==> src/rtl/cla_pkg.sv <==
package cla_pkg;
  localparam int unsigned GRP_W = 4;
endpackage

==> src/rtl/cla_bitcell.sv <==
module cla_bitcell (
  input  logic a_i,
  input  logic b_i,
  output logic gen_o,
  output logic prop_o,
  output logic hsum_o
);
  assign gen_o  = a_i & b_i;
  assign prop_o = a_i | b_i;   // carry path only
  assign hsum_o = a_i ^ b_i;   // sum path only
endmodule

==> src/rtl/cla_lookahead.sv <==
module cla_lookahead
  import cla_pkg::*;
#(
  parameter int unsigned N = GRP_W
) (
  input  logic [N-1:0] gen_i,
  input  logic [N-1:0] prop_i,
  input  logic         cin_i,
  output logic [N-1:0] cbit_o,   // carry into each bit
  output logic         cout_o,
  output logic         grp_gen_o,
  output logic         grp_prop_o
);
  logic [N-1:0] gterm;
  logic [N-1:0] pterm;

  // Fully expanded sum of products per carry, no chain between bits.
  always_comb begin
    for (int i = 0; i < N; i++) begin
      logic acc;
      logic run;
      acc = 1'b0;
      run = 1'b1;
      for (int j = i; j >= 0; j--) begin
        acc = acc | (gen_i[j] & run);
        run = run & prop_i[j];
      end
      gterm[i] = acc;
      pterm[i] = run;
    end
  end

  always_comb begin
    cbit_o[0] = cin_i;
    for (int i = 1; i < N; i++) cbit_o[i] = gterm[i-1] | (pterm[i-1] & cin_i);
  end

  assign grp_gen_o  = gterm[N-1];
  assign grp_prop_o = pterm[N-1];
  assign cout_o     = gterm[N-1] | (pterm[N-1] & cin_i);

  always_comb begin
    if (grp_gen_o) AST_GEN_FORCES_CARRY: assert (cout_o);
    if (grp_prop_o && cin_i) AST_PROP_PASSES_CARRY: assert (cout_o);
    if (!grp_gen_o && !grp_prop_o) AST_NO_GEN_NO_PROP_KILLS: assert (!cout_o);
  end
endmodule

==> src/rtl/cla_group.sv <==
module cla_group
  import cla_pkg::*;
(
  input  logic [GRP_W-1:0] a_i,
  input  logic [GRP_W-1:0] b_i,
  input  logic             cin_i,
  output logic [GRP_W-1:0] sum_o,
  output logic             cout_o,
  output logic             grp_gen_o,
  output logic             grp_prop_o
);
  logic [GRP_W-1:0] gen, prop, hsum, cbit;

  for (genvar i = 0; i < GRP_W; i++) begin : g_bit
    cla_bitcell u_cell (
      .a_i    (a_i[i]),
      .b_i    (b_i[i]),
      .gen_o  (gen[i]),
      .prop_o (prop[i]),
      .hsum_o (hsum[i])
    );
  end

  cla_lookahead #(.N(GRP_W)) u_la (
    .gen_i      (gen),
    .prop_i     (prop),
    .cin_i      (cin_i),
    .cbit_o     (cbit),
    .cout_o     (cout_o),
    .grp_gen_o  (grp_gen_o),
    .grp_prop_o (grp_prop_o)
  );

  assign sum_o = hsum ^ cbit;

  always_comb begin
    AST_GROUP_SUM: assert ({cout_o, sum_o} ==
      ({1'b0, a_i} + {1'b0, b_i} + {{GRP_W{1'b0}}, cin_i}));
  end
endmodule

==> src/rtl/grouped_cla_adder.sv <==
module grouped_cla_adder
  import cla_pkg::*;
#(
  parameter int unsigned WIDTH = 16
) (
  input  logic [WIDTH-1:0]       a_i,
  input  logic [WIDTH-1:0]       b_i,
  input  logic                   carry_i,
  output logic [WIDTH-1:0]       sum_o,
  output logic                   carry_o,
  output logic [WIDTH/GRP_W-1:0] grp_gen_o,
  output logic [WIDTH/GRP_W-1:0] grp_prop_o
);
  localparam int unsigned GROUPS = WIDTH / GRP_W;

  logic [GROUPS:0] gcarry;   // ripple between slices
  assign gcarry[0] = carry_i;

  for (genvar k = 0; k < GROUPS; k++) begin : g_grp
    cla_group u_grp (
      .a_i        (a_i[k*GRP_W +: GRP_W]),
      .b_i        (b_i[k*GRP_W +: GRP_W]),
      .cin_i      (gcarry[k]),
      .sum_o      (sum_o[k*GRP_W +: GRP_W]),
      .cout_o     (gcarry[k+1]),
      .grp_gen_o  (grp_gen_o[k]),
      .grp_prop_o (grp_prop_o[k])
    );
  end

  assign carry_o = gcarry[GROUPS];

  always_comb begin
    AST_FULL_SUM: assert ({carry_o, sum_o} ==
      ({1'b0, a_i} + {1'b0, b_i} + {{WIDTH{1'b0}}, carry_i}));
    for (int k = 0; k < GROUPS; k++) begin
      AST_SLICE_CHAIN: assert (gcarry[k+1] == (grp_gen_o[k] | (grp_prop_o[k] & gcarry[k])));
    end
  end
endmodule

==> config.mk <==
export PLATFORM = sky130hd
export DESIGN_NAME = grouped_cla_adder
export DESIGN_NICKNAME = d
export VERILOG_FILES = /design/src/rtl/cla_pkg.sv /design/src/rtl/cla_bitcell.sv /design/src/rtl/cla_lookahead.sv /design/src/rtl/cla_group.sv /design/src/rtl/grouped_cla_adder.sv
export SDC_FILE = /design/constraint.sdc
export NUM_CORES = 1
export LEC_CHECK = 0
export BUFFER_PORTS_ARGS = -buffer_cell sky130_fd_sc_hd__clkbuf_2
export CAP_MARGIN = 15
export CORE_MARGIN = 5
export CORE_UTILIZATION = 36
export DETAILED_ROUTE_END_ITERATION = 6
export MAX_ROUTING_LAYER = met4
export PLACE_DENSITY_LB_ADDON = 0.05
export SETUP_SLACK_MARGIN = 0.15
export SLEW_MARGIN = 20
export SYNTH_ARGS = -nofsm -noshare
export SYNTH_HDL_FRONTEND = slang
export SYNTH_HIERARCHICAL = 1
export SYNTH_SLANG_ARGS = --single-unit
==> constraint.sdc <==
create_clock -name vclk -period 3.2
set_clock_uncertainty 0.15 [all_clocks]
set_input_delay 0.64 -clock vclk [all_inputs]
set_output_delay 0.64 -clock vclk [all_outputs]
set_load 0.01 [all_outputs]
==> metrics.md <==
| Metric | Value |
|---|---|
| N_diodes | `0` |
| Largest net degree at the start of global routing | `6` |
| Hold buffer count at cts | `0` |
| Initial Util | `0.378` |
| Post-synth net total | `221` |
| Initial drt markers | `21` |
| Placed cells | `253` |
| Routed WL per cell | `9.94 um` |
| Hold Vio Cnt, Final | `0` |
| Wirelength, routed | `2610 um` |
| Relative slew slack | `0.817` |
| Drt drc | `0` |
| PD cells | `186 nW/um2` |
| First-pass GRT wire length | `4660 um` |
| Overall power | `0.319 mW` |
| Vias in the first global route | `1186` |
| Slew @ Worst Pin | `274 ps` |
| Routability cong. | `0.757` |
| Worst ir drop on vdd | `0.107 mV` |
| Mean Syn Cell Area | `6.74 um2` |
| Critical Path Source Type | `primary input` |
| Chip Width | `64.0 um` |
| Placement Rows | `19` |
| Syn Inst Count | `156` |
| Synth top area share | `0.381` |
| Reg area | `0 um2` |
| Critical Path RT | `2410 ps` |
| Crit-path max FO | `3` |
| DR pass1 iterations | `4` |
| Register area share after synthesis | `0` |
| Core area | `2780 um2` |
| Layout Nets | `299` |
| Area grow syn2layout | `63.1%` |
| All-Layer GR Usage | `0.131` |
| DIE HEIGHT | `64.0 um` |
| Total die area | `4100 um2` |
| Final Worst Setup Slack | `-183 ps` |
| Synth area leaders | `ha_1, inv_1, xor2_1` |
| Vias | `1189` |
| Syn. warnings | `6` |
| Multi-input combinational cell area | `890 um2` |
| Period utilisation layout | `1.06` |
| Clkbuf count | `0` |
| Synth area leader | `ha_1` |
| Fillcell total | `277` |
| Port Buffers | `58` |
| Max Cap Viol | `0` |
| Lkg Pwr | `1.06 nW` |
| Critical path class | `in2out` |
| Failing checks | `negative setup slack` |
| Post-route cell area | `1710 um2` |
| Final Instance Count excl. Fillers | `263` |
| Setup violators final | `5` |
| FMAX | `296 MHz` |
| Setup crit end kind | `primary output` |
| Slew Limit Fails | `0` |
| Distinct cells, synth | `14` |
| ANT nets after route | `0` |
| Unrepaired setup endpoints after global routing | `true` |
| GR Overflow Total | `0` |
| Core Util, Final | `0.616` |
| Detailed Place HPWL | `2340 um` |
| Mapped cell area | `1050 um2` |
| Status | `complete, but fails checks` |
| Sequential cell count | `0` |
| Post-DP Area | `1540 um2` |
| Number of antenna violations at the first check in global routing | `0` |
| Layout cells sized above 1 | `0.478` |
| WHS Path Cells | `3` |
| Min-Delay Path Class | `in2out` |
| Drt via density | `4.52` |
| Fin crit period | `3380 ps` |
| Critical Path AT | `2590 ps` |
| IO Pins | `58` |
==> worst paths after layout <==
kind | slack, ps | from | endpoint
max | -180 | b_i[0] | sum_o[14]
min | 1430 | carry_i | sum_o[0]
==> cells by family after synthesis <==
kind of cell | share of synthesized area
xor gates and xnor gates | 0.133
adders and majority gates | 0.381
and+or+nand+nor | 0.110
buffers and inverters | 0.229
AOI/OAI and AO/OA | 0.148
==> cell type report <==
type | count | area share
inverter | 56 | 0.142
multi-input combinational | 96 | 0.519
tap | 31 | 0.0226
timing repair buffer | 80 | 0.317
==> worst max-delay path, cell delays in order <==
cell and delay [ps]:
buf_8 110, inv_12 40, ha_4 110, inv_2 30, a21oi_2 150, o211ai_1 150
a21oi_2 170, o211ai_1 160, a21oi_2 180, o211ai_1 130, a21oi_2 220, inv_2 50
a21o_1 180, xor2_2 140, clkbuf_2 120
==> synth_stat cells <==
master	number
nand2_1	4
o21ai_0	4
nand4_1	4
xor2_1	16
nor2_1	4
o211ai_1	4
ha_1	32
a21o_1	4
inv_1	52
a21oi_1	8
a21oi_2	4
nand3_1	12
inv_2	4
buf_4	4
==> where the power goes <==
| group | internal, mW | total (mW) | switching, mW |
|---|---|---|---|
| Sequential | 0 | 0 | 0 |
| Combinational | 0.164 | 0.319 | 0.155 |
| Clock | 0 | 0 | 0 |
==> layout by cell type, fill, tap and decap left out, drive strengths merged <==
| cell | n |
|---|---|
| o21ai | 4 |
| o211ai | 4 |
| buf | 38 |
| clkbuf | 42 |
| xor2 | 16 |
| a21o | 4 |
| nor2 | 4 |
| nand2 | 4 |
| ha | 32 |
| nand4 | 4 |
| a21oi | 12 |
| inv | 56 |
| nand3 | 12 |
==> repair_timing <==
action,in CTS,in global routing
pin swaps,7,8
gates resized for setup,14,27
setup buffers,8,2
setup endpoints to repair,8,12
==> stage by stage <==
| stage | setup TNS [ps] | setup WS, ps | hold WS (ps) |
|---|---|---|---|
| 6_report | -710 | -183 | 1430 |
| 5_1_grt | -2090 | -373 | 1450 |
| 4_1_cts | -629 | -173 | 1430 |
| 3_5_place_dp | -1280 | -291 | 1430 |
| 3_3_place_gp | -917 | -238 | 1420 |
| 2_1_floorplan | 0 | 72.8 | 1300 |
==> metal layers <==
layer	wire (um)	vias to the layer above	track usage
li1	-	628	-
met1	1040	530	0.146
met2	1410	31	0.259
met4	0	0	0
met3	165	0	0.0140
met5	0	-	-
Note: power is estimated with default switching activity, not from simulation.
